[config.mk]
export PLATFORM = sky130hd
export DESIGN_NAME = pwrmode_ctrl
export DESIGN_NICKNAME = d
export VERILOG_FILES = /design/src/rtl/pwrmode_pkg.sv /design/src/rtl/pwrmode_decide.sv /design/src/rtl/pwrmode_settle.sv /design/src/rtl/pwrmode_ctrl.sv
export SDC_FILE = /design/constraint.sdc
export NUM_CORES = 1
export LEC_CHECK = 0
export BUFFER_PORTS_ARGS = -buffer_cell sky130_fd_sc_hd__buf_2
export CELL_PAD_IN_SITES_DETAIL_PLACEMENT = 0
export CELL_PAD_IN_SITES_GLOBAL_PLACEMENT = 1
export CORE_MARGIN = 2
export CORE_UTILIZATION = 34
export CTS_CLUSTER_DIAMETER = 200
export CTS_CLUSTER_SIZE = 16
export DETAILED_ROUTE_END_ITERATION = 12
export PLACE_DENSITY_LB_ADDON = 0.1
export SKIP_CTS_REPAIR_TIMING = 1
export SLEW_MARGIN = 20
export SYNTH_ARGS = -nofsm -noshare
export SYNTH_HDL_FRONTEND = slang
export SYNTH_HIERARCHICAL = 1
export SYNTH_SLANG_ARGS = --single-unit
[constraint.sdc]
create_clock -name clk -period 2.27 [get_ports clk]
set_input_delay 0.227 -clock clk [delete_from_list [all_inputs] [get_ports clk]]
set_output_delay 0.227 -clock clk [all_outputs]
set_load 0.02 [all_outputs]
[src/rtl/pwrmode_pkg.sv]
`timescale 1ns/1ps
// Package: shared mode encoding and the decision record passed from the
// transfer decoder to the sequencer. Assumes 3-bit mode codes.
package pwrmode_pkg;

    typedef enum logic [2:0] {
        M_HS  = 3'd0,
        M_MS  = 3'd1,
        M_SUB = 3'd2,
        M_SLP = 3'd3,
        M_WAT = 3'd4
    } mode_e;

    localparam int NUM_RUN = 3;

    typedef struct packed {
        mode_e via;     // halted or pass-through mode entered first
        mode_e target;  // run mode reached after a direct transfer
        logic  direct;  // a direct transfer is taken
        logic  settle;  // the pass-through waits for the oscillator
        logic  lock;    // masked transfer attempt: no wake allowed
    } xfer_t;

endpackage

[src/rtl/pwrmode_decide.sv]
`timescale 1ns/1ps
// Module: pwrmode_decide
// Purely combinational. From the current run mode and the control bits it
// decides what a sleep strobe does. Assumes the caller only uses the result
// while in a run mode and on a sleep strobe.
module pwrmode_decide
    import pwrmode_pkg::*;
(
    input  mode_e cur_mode,
    input  logic  standby,
    input  logic  low_speed,
    input  logic  med_speed,
    input  logic  direct,
    input  logic  tmr_clk,
    input  logic  irq_en,
    input  logic  mask,
    output xfer_t plan
);

    logic  match;
    mode_e tgt;
    logic  take;

    // Rule table: find which direct path, if any, the bits select.
    always_comb begin
        match = 1'b0;
        tgt   = M_HS;
        unique case (cur_mode)
            M_HS: begin
                if (standby && low_speed && tmr_clk) begin
                    match = 1'b1;
                    tgt   = M_SUB;
                end else if (!standby && !low_speed && med_speed) begin
                    match = 1'b1;
                    tgt   = M_MS;
                end
            end
            M_MS: begin
                if (!standby && !low_speed && !med_speed) begin
                    match = 1'b1;
                    tgt   = M_HS;
                end
            end
            M_SUB: begin
                if (standby && !low_speed && !med_speed && tmr_clk) begin
                    match = 1'b1;
                    tgt   = M_HS;
                end
            end
            default: begin
                match = 1'b0;
                tgt   = M_HS;
            end
        endcase
    end

    // Gating: a transfer needs the enable bit, the interrupt enable and an
    // open interrupt mask.
    always_comb begin
        take        = direct && match && irq_en && !mask;
        plan.direct = take;
        plan.target = tgt;
        plan.settle = take && (cur_mode == M_SUB);
        plan.lock   = direct && mask;
        if (take)
            plan.via = (tgt == M_SUB || cur_mode == M_SUB) ? M_WAT : M_SLP;
        else
            plan.via = standby ? M_WAT : M_SLP;
    end

endmodule

[src/rtl/pwrmode_settle.sv]
`timescale 1ns/1ps
// Module: pwrmode_settle
// Down-counter for the oscillator settling wait. A load sets it to
// (1 << (BASE_LOG2 + sel)) - 1, and it counts down while run is high.
// done is raised in the last cycle of the wait, so a caller that leaves
// on done spends exactly 1 << (BASE_LOG2 + sel) cycles waiting.
// Assumes load and the countdown never overlap.
module pwrmode_settle #(
    parameter int SEL_W     = 3,
    parameter int BASE_LOG2 = 3
) (
    input  logic             clk,
    input  logic             rst_n,
    input  logic             load,
    input  logic [SEL_W-1:0] sel,
    input  logic             run,
    output logic             done
);

    localparam int CNT_W = BASE_LOG2 + (1 << SEL_W);

    logic [CNT_W-1:0] cnt_q;
    logic [CNT_W-1:0] load_val;

    // Load value from the settling code.
    always_comb begin
        load_val = (CNT_W'(1) << (BASE_LOG2 + int'(sel))) - CNT_W'(1);
    end

    // Counter register: load, count down, or hold.
    always_ff @(posedge clk) begin
        if (!rst_n)
            cnt_q <= '0;
        else if (load)
            cnt_q <= load_val;
        else if (run && cnt_q != '0)
            cnt_q <= cnt_q - CNT_W'(1);
    end

    // Completion flag for the sequencer.
    assign done = run && (cnt_q == '0);

    // once loaded, the counter falls by one each running cycle
    p_count_steps_r5: assert property (@(posedge clk) disable iff (!rst_n)
        (run && !load && cnt_q != '0) |=> (cnt_q == $past(cnt_q) - CNT_W'(1)));

    // a load never leaves a zero count (the wait is at least 8 cycles)
    p_load_nonzero_r10: assert property (@(posedge clk) disable iff (!rst_n)
        load |=> (cnt_q != '0));

endmodule

[src/rtl/pwrmode_ctrl.sv]
`timescale 1ns/1ps
// Module: pwrmode_ctrl (top)
// Mode sequencer. In a run mode it acts on a sleep strobe, using the
// decoder's decision. In sleep or watch it either completes a one-cycle
// pass-through, runs the settling wait, or waits for an unmasked wake.
// Assumes sleep_req is a single-cycle strobe and inputs are synchronous.
module pwrmode_ctrl
    import pwrmode_pkg::*;
#(
    parameter int SEL_W     = 3,
    parameter int BASE_LOG2 = 3
) (
    input  logic             clk,
    input  logic             rst_n,
    input  logic             sleep_req,
    input  logic             ctl_standby,
    input  logic             ctl_low_speed,
    input  logic             ctl_med_speed,
    input  logic             ctl_direct,
    input  logic             ctl_tmr_clk,
    input  logic             xfer_irq_en,
    input  logic             int_mask,
    input  logic [SEL_W-1:0] settle_sel,
    input  logic             wake_irq,
    output logic [2:0]       mode_o,
    output logic             clk_hs_o,
    output logic             clk_ms_o,
    output logic             clk_sub_o,
    output logic             halt_o,
    output logic             xfer_irq_o
);

    mode_e mode_q;
    mode_e origin_q;
    mode_e target_q;
    logic  pass_q;
    logic  lock_q;
    logic  settle_q;
    logic  irq_q;

    xfer_t plan;
    logic  in_run;
    logic  wake_ok;
    logic  cnt_load;
    logic  cnt_done;
    logic [NUM_RUN-1:0] run_sel;

    // Decision for a sleep strobe in the current run mode.
    pwrmode_decide u_decide (
        .cur_mode  (mode_q),
        .standby   (ctl_standby),
        .low_speed (ctl_low_speed),
        .med_speed (ctl_med_speed),
        .direct    (ctl_direct),
        .tmr_clk   (ctl_tmr_clk),
        .irq_en    (xfer_irq_en),
        .mask      (int_mask),
        .plan      (plan)
    );

    // Run or halt classification, and whether a wake may be honoured.
    always_comb begin
        in_run  = (mode_q == M_HS) || (mode_q == M_MS) || (mode_q == M_SUB);
        wake_ok = wake_irq && !int_mask && !lock_q && !pass_q;
    end

    // Counter load: a direct transfer out of sub-active, or a wake from watch.
    always_comb begin
        cnt_load = (in_run && sleep_req && plan.settle) ||
                   (mode_q == M_WAT && !settle_q && wake_ok);
    end

    pwrmode_settle #(
        .SEL_W     (SEL_W),
        .BASE_LOG2 (BASE_LOG2)
    ) u_settle (
        .clk   (clk),
        .rst_n (rst_n),
        .load  (cnt_load),
        .sel   (settle_sel),
        .run   (settle_q),
        .done  (cnt_done)
    );

    // Mode sequencer registers.
    always_ff @(posedge clk) begin
        if (!rst_n) begin
            mode_q   <= M_HS;
            origin_q <= M_HS;
            target_q <= M_HS;
            pass_q   <= 1'b0;
            lock_q   <= 1'b0;
            settle_q <= 1'b0;
            irq_q    <= 1'b0;
        end else begin
            irq_q <= 1'b0;
            unique case (mode_q)
                M_HS, M_MS, M_SUB: begin
                    if (sleep_req) begin
                        mode_q   <= plan.via;
                        origin_q <= mode_q;
                        target_q <= plan.target;
                        pass_q   <= plan.direct;
                        lock_q   <= plan.lock;
                        settle_q <= plan.settle;
                    end
                end
                M_SLP: begin
                    if (pass_q) begin
                        mode_q <= target_q;
                        pass_q <= 1'b0;
                        irq_q  <= 1'b1;
                    end else if (wake_ok) begin
                        mode_q <= origin_q;
                    end
                end
                M_WAT: begin
                    if (settle_q) begin
                        if (cnt_done) begin
                            mode_q   <= M_HS;
                            settle_q <= 1'b0;
                            pass_q   <= 1'b0;
                            irq_q    <= pass_q;
                        end
                    end else if (pass_q) begin
                        mode_q <= target_q;
                        pass_q <= 1'b0;
                        irq_q  <= 1'b1;
                    end else if (wake_ok) begin
                        settle_q <= 1'b1;
                    end
                end
                default: begin
                    mode_q <= M_HS;
                end
            endcase
        end
    end

    // One clock-select line per run mode.
    for (genvar i = 0; i < NUM_RUN; i++) begin : g_clk_sel
        assign run_sel[i] = (mode_q == mode_e'(3'(i)));
    end

    assign mode_o     = mode_q;
    assign clk_hs_o   = run_sel[0];
    assign clk_ms_o   = run_sel[1];
    assign clk_sub_o  = run_sel[2];
    assign halt_o     = (mode_q == M_SLP) || (mode_q == M_WAT);
    assign xfer_irq_o = irq_q;

    // a transfer interrupt only follows a halted cycle
    p_irq_after_halt_r2: assert property (@(posedge clk) disable iff (!rst_n)
        xfer_irq_o |-> $past(halt_o));

    // the transfer interrupt is raised while running, never halted
    p_irq_in_run_r2: assert property (@(posedge clk) disable iff (!rst_n)
        xfer_irq_o |-> !halt_o);

    // a pass-through sleep lasts one cycle
    p_pass_sleep_one_r2: assert property (@(posedge clk) disable iff (!rst_n)
        (mode_q == M_SLP && pass_q) |=> !halt_o);

    // a locked halt stays halted
    p_lock_hold_r7: assert property (@(posedge clk) disable iff (!rst_n)
        (lock_q && halt_o) |=> halt_o);

    // leaving a plain halt never raises the transfer interrupt
    p_no_irq_plain_r8: assert property (@(posedge clk) disable iff (!rst_n)
        (halt_o && !pass_q) |=> !xfer_irq_o);

    // exactly one of the clock selects and the halt flag is active
    p_sel_onehot_r12: assert property (@(posedge clk) disable iff (!rst_n)
        $onehot({clk_hs_o, clk_ms_o, clk_sub_o, halt_o}));

endmodule

# Yosys cells after proc, flatten, opt, wreduce, memory -nomap -nowiden
# Cells that the tools add are included.
# op_classes
addsub	3
eq_ne	9
shift	1
n_mux	34
reduce_logical	45
# ops
operator	count
$mux W3	11
$shl A1 B32 Y11 const A	1
$logic_and A1 B1 Y1	22
$mux W11	2
$mux W1	16
$logic_not A11 Y1	1
$reduce_bool A11 Y1	1
$sub A11 B1 Y11 const B	1
$sub A11 B2 Y11 const B	1
$eq A3 B2 Y1 const B	3
$ne A3 B3 Y1 const B	3
$pmux W3 S3	1
$logic_not A1 Y1	7
$pmux W1 S3	2
$logic_or A1 B1 Y1	5
$add A2 B3 Y4 const A	1
$pmux W1 S2	2
$reduce_and A2 Y1	2
$reduce_and A4 Y1	1
$reduce_bool A2 Y1	2
$eq A3 B1 Y1 const B	1
$eq A3 B3 Y1 const B	1
$logic_not A3 Y1	1
$reduce_and A3 Y1	1
3 further kinds	3
# word_totals
reg_bits	24
inputBits	14
elab_cells	100

# Logic depth before layout (Yosys ltp)
# Gate-level depths: netlist (run 1).
# depth
depth_word	13
depth_mapped	9
depth_no_buf	9

# Modules after synthesis
# Netlist (run 1), hierarchy kept.
# by_module_without_submodules
module	n_inst	cells_each	area_each_um2	seq_area_each_um2
pwrmode_ctrl	1	101	783.3	260.2
pwrmode_settle	1	79	688.2	220.2
pwrmode_decide	1	24	155.1	0.0

# Least setup slack after synthesis (run 1)
# No wires, ideal clock.
# synth_path
path_kind	register to register
startpoint	register mode_q[0] (netlist: mode_o[0])
endpoint	register u_settle.cnt_q[5]
arrival_time_ns	2.080
path_slack_ns	0.118
stages_incl_launch_ff	10
path_buffers	2
synth_period_minus_slack_ns	2.152
path_cell_list	dfxtp_1 > or3b_1 > buf_2 > nor3_2 > nand2_1 > nand2_1 > clkbuf_1 > mux2i_1 > nand2_1 > mux2i_1
# synth_between
elab_chain_cells	9
# synth_lines
element	line	rtl
start, declared	pwrmode_ctrl.sv:33	mode_e mode_q;
start signal, assigned	pwrmode_ctrl.sv:100	mode_q <= plan.via;
start signal, assigned	pwrmode_ctrl.sv:110	mode_q <= target_q;
start signal, assigned	pwrmode_ctrl.sv:114	mode_q <= origin_q;
$eq A3 B2 Y1 (tied with other cells)	pwrmode_decide.sv:28, pwrmode_decide.sv:63, pwrmode_ctrl.sv:63	
$pmux W1 S3	pwrmode_decide.sv:28	unique case (cur_mode)
$logic_and A1 B1 Y1 (3 in series)	pwrmode_decide.sv:60	take = direct && match && irq_en && !mask;
$logic_and A1 B1 Y1	pwrmode_decide.sv:63	plan.settle = take && (cur_mode == M_SUB);
$logic_and A1 B1 Y1	pwrmode_ctrl.sv:69	cnt_load = (in_run && sleep_req && plan.settle) ||
$logic_or A1 B1 Y1 (*)	pwrmode_ctrl.sv:69	
named net cnt_load	pwrmode_ctrl.sv:44	logic cnt_load;
$mux W11 or $reduce_bool A2 Y1 (tied branches)	n/a	
end signal, assigned	pwrmode_settle.sv:35	cnt_q <= load_val;
end signal, assigned	pwrmode_settle.sv:37	cnt_q <= cnt_q - CNT_W'(1);
end, declared	pwrmode_settle.sv:22	logic [CNT_W-1:0] cnt_q;
# The timed path passes the listed nets; every way through them passes the cells marked *.
# A chain may end at the register's enable or synchronous reset.

==> results.md, run 1 <==
- Status: completed
- Routability cong.: 0.8706
- Post-synthesis cell type count: 62
- Remaining max-slew budget at the tightest pin: 52.95%
- Fin Clk Skew: 0.004071 ns
- Ant. Diodes: 0
- I/O Pins: 22
- Critical Path End Type: flip-flop
- Die area: 0.005353 sq mm
- Clk root buf: clkbuf_8
- Vias in the first global route: 1641
- Buffer and inverter count on the worst path: 1
- Std-Cell Rows: 25
- Gate Count Post-Synth: 204
- Synth area leader: dfxtp_1
- Antenna violations before repair: 0
- Worst-margin pin slew: 0.7036 ns
- Synth Cell Area: 0.001627 sq mm
- Final worst-path cycle share: 91.53%
- Crit Path Category: flip-flop to flip-flop
- CP max stage delay: 0.55 ns
- Slowest cell on the critical path: or4_2
- First-pass GRT wire length: 7348 um
- Final Setup Violations: 0
- Max-cap violations: 0
- Detail Placement HPWL: 3395 um
- Post-route ant nets: 0
- CTS tree: done
- Fillers: 502
- Final wirelength: 4391 um
- Clk_lat worst skew: 0.27 ns
- Reg2Reg Setup Slack: 0.19 ns
- Total track usage: 17.62%
- Design Power: 1.227 mW
- Routed wl met2: 2319 um
- Asr flop ratio synth: 0%
- CTS sink count: 24
- Largest family of logic cells by synthesized area: simple AND/OR/NAND/NOR gates
- Synth-to-Final Area Change: 18.62%
- Post-synthesis mux area share: 2.462%
- H-tree levels: 1
- Fin. Hold Viols: 0
- Max Slew Vio Count: 0
- Final hold slack: 0.2526 ns
- Number of DRC markers in iteration 0: 59
- WL met1: 1890 um
- Pin count of the biggest net entering global routing: 18
- Top layer in use: met4
- Maximum fanout along the worst path: 9
- Share of the synthesized area in the top cell type: 29.54%
- Clock transition at path regs: 0.09 ns
- Yosys warnings: 6
- Share of cells above drive strength 1: 25.21%
- Compound-Gate Fraction of Synth Area: 25.54%
- Post-synth EDFFs: 0
- Drt wl/cell: 15.25 um
- Top FF cell, synth: dfxtp_1
- Synth Register Bits: 24
- DRC: 0
- Drt pass-1 iters: 4
- P per Cell Area: 635.9 mW/mm^2
- CP Cell Sequence: and4b_1 > o21bai_1 > a21oi_1 > nand3_1 > nand2_2 > inv_1 > nand2_1 > or4_2 > o211ai_1
- WP data arrival: 2.27 ns
- Leak: 0.7893 nW
- Max Buffers Root-to-Sink: 2
- Post-Synth XOR/XNOR Area: 2.154%
- Tmin final: 2.078 ns
- Worst IR drop on VDD: 0.2741 mV
- TritonCTS Buffers: 3
- Reg area: 485.5 sq um
- Wire length on met3: 112 um
- Core Area: 0.004661 sq mm
- Die Wd: 73.17 um
- Synth Area in Simple Gates: 32.54%
- Largest cells by area after synthesis: dfxtp_1, a21oi_1, o21ai_0
- Routed via count: 1613
- RSZ-0062 raised after global routing: no
- Most frequent cells in the layout: dfxtp_1, buf_2, buf_4, nand2_1, nor2_1
- PortBufs: 21
- CP startpoint kind: flip-flop
- Req. time, crit path: 2.47 ns
- Final design utilization: 41.40%
- NumNets Final: 250
- Vias per cell: 5.601
- Initial core utilization: 34.90%
- Delay-heaviest family, CP: simple AND/OR/NAND/NOR gates
- FMAX: 481.3 MHz
- Die height: 73.17 um
- Worst Hold Class: input port to flip-flop
- Avg Cell Area, Syn: 7.973 sq um
- Gr ovfl total: 0
- Syn Nets: 219
- Commonest non-fill, non-tap cell in the layout: dfxtp_1
- Seq/Total Area, Yosys: 29.54%
- Area of the multi-input gates: 0.001044 sq mm
- Adder-Cell Fraction of Synth Area: 0.7692%
[per-layer routing]
layer | global-route usage, % | vias to the layer above
li1 | - | 816
met3 | 2.348 | 6
met1 | 19.02 | 762
met5 | 0 | -
met4 | 6.790 | 0
met2 | 34.03 | 29
[cell usage after synthesis (3+ instances only)]
master     number
nand2_1        15
nor3_1         11
o2111ai_1       4
o21ai_0        12
nand2b_1        3
clkbuf_1        5
nor2_1         14
nor3b_1         5
and4b_1         3
buf_2           4
inv_1           9
dfxtp_1        24
o31ai_1         3
buf_4           3
or3_1           4
mux2i_1         4
nand3_1         9
nor2b_1         3
a21oi_1        12
o21a_1          5
[registers in the layout (all words and copies together), names as in the netlist]
register        flops
settle_q            1
origin_q            3
pass_q              1
target_q            3
u_settle/cnt_q     11
mode_o              3
xfer_irq_o          1
lock_q              1
[layout make-up]
cell class | instances | share of cell area [%]
repair buffers | 39 | 12.45
multi-input cells | 157 | 54.09
inverters | 10 | 1.946
well taps | 54 | 3.502
flip-flops and latches | 24 | 25.16
clock buffers | 4 | 2.853
[power breakdown]
group          switching, mW  total, mW  internal (mW)
combinational          0.240      0.432          0.192
clock                  0.145      0.300          0.155
sequential            0.0395      0.495          0.455
[worst min-delay path, cell delays in order]
cell and delay, ns:
buf_2 0.12, inv_1 0.05, o22ai_1 0.08
[cell families (layout without fill, tap and decap cells)]
family                   count (synthesis)  in the layout
other                                    1              1
AO/OA/AOI/OAI                           58             58
adder cells (fa/ha/maj)                  1              1
multiplexers                             4              4
AND/OR/NAND/NOR                         89             89
XOR/XNOR                                 4              4
buffers and inverters                   23             53
flip-flops                              24             24
[per-stage QoR]
step | setup TNS (ns) | instance area (sq um) | cells | worst slack, ns
floorplan | 0 | 1627 | 204 | 0.1182
global placement | 0 | 1862 | 284 | 0.1397
detailed placement | 0 | 1862 | 284 | 0.01954
CTS | -0.009528 | 1917 | 288 | -0.009528
global route | 0 | 1929 | 288 | 0.0004625
finish | 0 | 1929 | 288 | 0.1923
[worst paths after layout]
check	end	startpoint	cells past startpoint
setup / recovery	u_settle/cnt_q[8]	mode_o[0]	9
hold reg to reg	lock_q	lock_q	2
setup reg to reg	u_settle/cnt_q[8]	mode_o[0]	9
hold / removal	u_settle/cnt_q[9]	settle_sel[0]	3
Power figures use the tool's default switching activity.
==> run 2, diff against run 1 <==
- ABC_AREA: not set -> 1
- CORE_UTILIZATION: 34 -> 40
==> run 2 against run 1 <==
Synthesized cell count grew 42%. Power rose to 2.6 times the previous value. Critical path type unchanged. Clock power up 29%. Critical path depth rose by 1. Core utilization increased by 4.3 points. Via count is 9.7% higher. Wire length fell by 0.52%. Setup slack improved by 0.052 ns. Clock skew grew 0.00057 ns. First-iteration DRC count is 36% higher.
==> results.md, run 2 <==
- Status: completed
- Final wirelength: 4368 um (-0.52%)
- Post-synth EDFFs: 0 (unchanged)
- Critical Path End Type: flip-flop
- Max-cap violations: 0 (unchanged)
- CTS tree: done
- Drt pass-1 iters: 4 (unchanged)
- Finished Layout Cells: 360 (+25%)
- Fin area: 0.001964 sq mm (+1.8%)
- WP data arrival: 2.24 ns (-0.03 ns)
- Die Wd: 70.39 um (-3.8%)
- Req. time, crit path: 2.48 ns (about the same)
- Clock transition at path regs: 0.09 ns (about the same)
- P per Cell Area: 1622 mW/mm^2 (+160%)
- Yosys warnings: 6 (unchanged)
- Largest register FFs: 11 (unchanged)
- NumNets Final: 324 (+30%)
- Pin count of the biggest net entering global routing: 18 (unchanged)
- Worst Reg2Reg Path Length in Cells: 10 (+1)
- Std-Cell Rows: 24 (-4.0%)
- Top cells by count, synth: nand2_1, nor2_1, inv_1
- Cell area after placement: 0.001887 sq mm (+1.3%)
- Drt wl/cell: 12.13 um (-20%)
- Final Worst Setup Slack: 0.2447 ns (+0.05237 ns)
- First-pass GRT wire length: 7797 um (+6.1%)
- Seq/Total Area, Yosys: 27.25% (-2.3 points)
- CTS sink count: 24 (unchanged)
- Crit Path Category: flip-flop to flip-flop
- DRC: 0 (unchanged)
- CP startpoint kind: flip-flop
- Antenna violations before repair: 0 (unchanged)
- Tmin final: 2.025 ns (-0.05237 ns)
- Hold endpoint: origin_q[1]
- Max Buffers Root-to-Sink: 2 (unchanged)
- Detail Placement HPWL: 3426 um (+0.91%)
- Clk_lat worst skew: 0.27 ns (about the same)
- Worst Hold Class: input port to flip-flop
- Worst reg2reg endpoint: u_settle/cnt_q[7]
- Most frequent cells in the layout: nand2_1, nor2_1, inv_1, nand3_1, dfxtp_1
- RSZ-0062 raised after global routing: no
- Gate Count Post-Synth: 289 (+42%)
- Count leader, synth: nand2_1
- Syn Nets: 304 (+39%)
- Worst IR drop on VDD: 0.6503 mV (+140%)
- Synth-to-Final Area Change: 11.43%
- Post-synthesis mux area share: 0% (-2.5 points)
- Setup Slack @ Placement: 0.2111 ns (+0.1915 ns)
- Post-route ant nets: 0 (unchanged)
- Top FF cell, synth: dfxtp_1
- Die height: 70.39 um (-3.8%)
- Synth area leader: dfxtp_1
- Core Area: 0.004294 sq mm (-7.9%)
- Commonest non-fill, non-tap cell in the layout: nand2_1
- Final hold slack: 0.2301 ns (-0.02248 ns)
- Fin. Hold Viols: 0 (unchanged)
- Ant. Diodes: 0 (unchanged)
- Max Slew Vio Count: 0 (unchanged)
- Synth Cell Area: 0.001763 sq mm (+8.4%)
- Share of the synthesized area in the top cell type: 27.25% (-2.3 points)
- Clk root buf: clkbuf_8
- Gr ovfl total: 0 (unchanged)
- Total track usage: 19.73% (+2.1 points)
- Final Setup Violations: 0 (unchanged)
- Maximum fanout along the worst path: 9 (unchanged)
- Initial core utilization: 41.05% (+6.2 points)
- Avg Cell Area, Syn: 6.100 sq um (-23%)
- I/O Pins: 22 (unchanged)
- Synth Area in Simple Gates: 51.95% (+19 points)
- Compound-Gate Fraction of Synth Area: 7.026% (-19 points)
- Most flop-heavy register: u_settle/cnt_q
- Post-synthesis cell type count: 31 (-50%)
- Placed Cells: 356 (+25%)
- Adder-Cell Fraction of Synth Area: 0.7097% (-0.060 points)
- FMAX: 493.7 MHz (+2.6%)
- Largest family of logic cells by synthesized area: simple AND/OR/NAND/NOR gates
- Hold Path Origin: sleep_req
- Share of cells above drive strength 1: 22.08% (-3.1 points)
- Reg2Reg Setup Slack: 0.24 ns (+0.05 ns)
- Die area: 0.004954 sq mm (-7.5%)
- Largest cells by area after synthesis: dfxtp_1, nand2_1, nor2_1
- R2R Path Start: mode_o[0]
- Fin Clk Skew: 0.004639 ns (+0.0005687 ns)
- Final worst-path cycle share: 89.22% (-2.3 points)
- H-tree levels: 1 (unchanged)
- PortBufs: 21 (unchanged)
- Synth Register Bits: 24 (unchanged)
- Fillers: 478 (-4.8%)
- Total negative slack: 0 ns (unchanged)
- Vias per cell: 4.914 (-12%)
- Routed via count: 1769 (+9.7%)
- TritonCTS Buffers: 3 (unchanged)
- Worst hold path depth: 3 (unchanged)
- Asr flop ratio synth: 0% (unchanged)
- Vias in the first global route: 1693 (+3.2%)
- Routability cong.: 0.8176 (-6.1%)
- Number of DRC markers in iteration 0: 80 (+36%)
- Post-Synth XOR/XNOR Area: 0.4968% (-1.7 points)
- Leak: 1.005 nW (+27%)
==> run 2: cell count changes after synthesis, sizes merged, moves of 7 or more <==
cell,change
nand3,+17
nor2,+48
inv,+32
nor3,-7
nand2,+70
==> run 2: worst max-delay path by stage <==
stage | from | endpoint | slack, ns | cells past startpoint
detailed placement | u_settle/cnt_q[0] | mode_o[2] | 0.21 | 11
global route | mode_o[1] | u_settle/cnt_q[7] | 0.004 | 16
floorplan | mode_o[0] | u_settle/cnt_q[6] | 0.19 | 9
global placement | u_settle/cnt_q[0] | mode_o[2] | 0.20 | 11
finish | mode_o[0] | u_settle/cnt_q[7] | 0.24 | 10
CTS | u_settle/cnt_q[0] | mode_o[2] | 0.19 | 11
==> run 2: metrics by stage <==
stage / power [mW] / util [%]
floorplan: 2.389 / -
global placement: 2.823 / 43.94
detailed placement: 2.798 / 43.94
CTS: 3.204 / 45.60
global route: 3.534 / 45.75
finish: 3.186 / 45.75
==> run 2: critical path, stage by stage, from the launching register on <==
cell     delay, ns
dfxtp_1       0.42
nor2_1        0.36
nand4_2       0.19
o21ai_0       0.31
buf_4         0.21
nand2_1       0.09
inv_1         0.09
nand2_1       0.06
nand2_1       0.06
nand2_1       0.05
a21oi_1       0.11
==> run 2: where the power goes <==
part	switching, mW	internal, mW
sequential	0.189	0.564
combinational	1.33	0.715
clock	0.150	0.236
==> run 2: routing by layer <==
metal  up-vias  global-route usage [%]  share of wire [%]
li1        934                       -                  -
met1       798                   24.18                 43
met2        29                   34.28                 52
met3         8                   3.608                2.5
met4         0                   7.051                2.1
met5         -                       0                  0
==> run 2: area by class of cell <==
class / instances / area [sq um] / share of cell area (%)
clock buffers: 3 / 41.29 / 2.102
clock inverters: 1 / 30.03 / 1.529
flip-flops and latches: 24 / 480.5 / 24.46
multi-input cells: 216 / 1071 / 54.52
well taps: 52 / 65.06 / 3.312
inverters: 41 / 156.4 / 7.962
repair buffers: 23 / 120.1 / 6.115
==> run 2: cells by family after synthesis <==
group / Yosys count
AND/OR/NAND/NOR: 189
buffers and inverters: 49
AO/OA/AOI/OAI: 24
flip-flops: 24
XOR/XNOR: 1
adder cells (fa/ha/maj): 1
other: 1
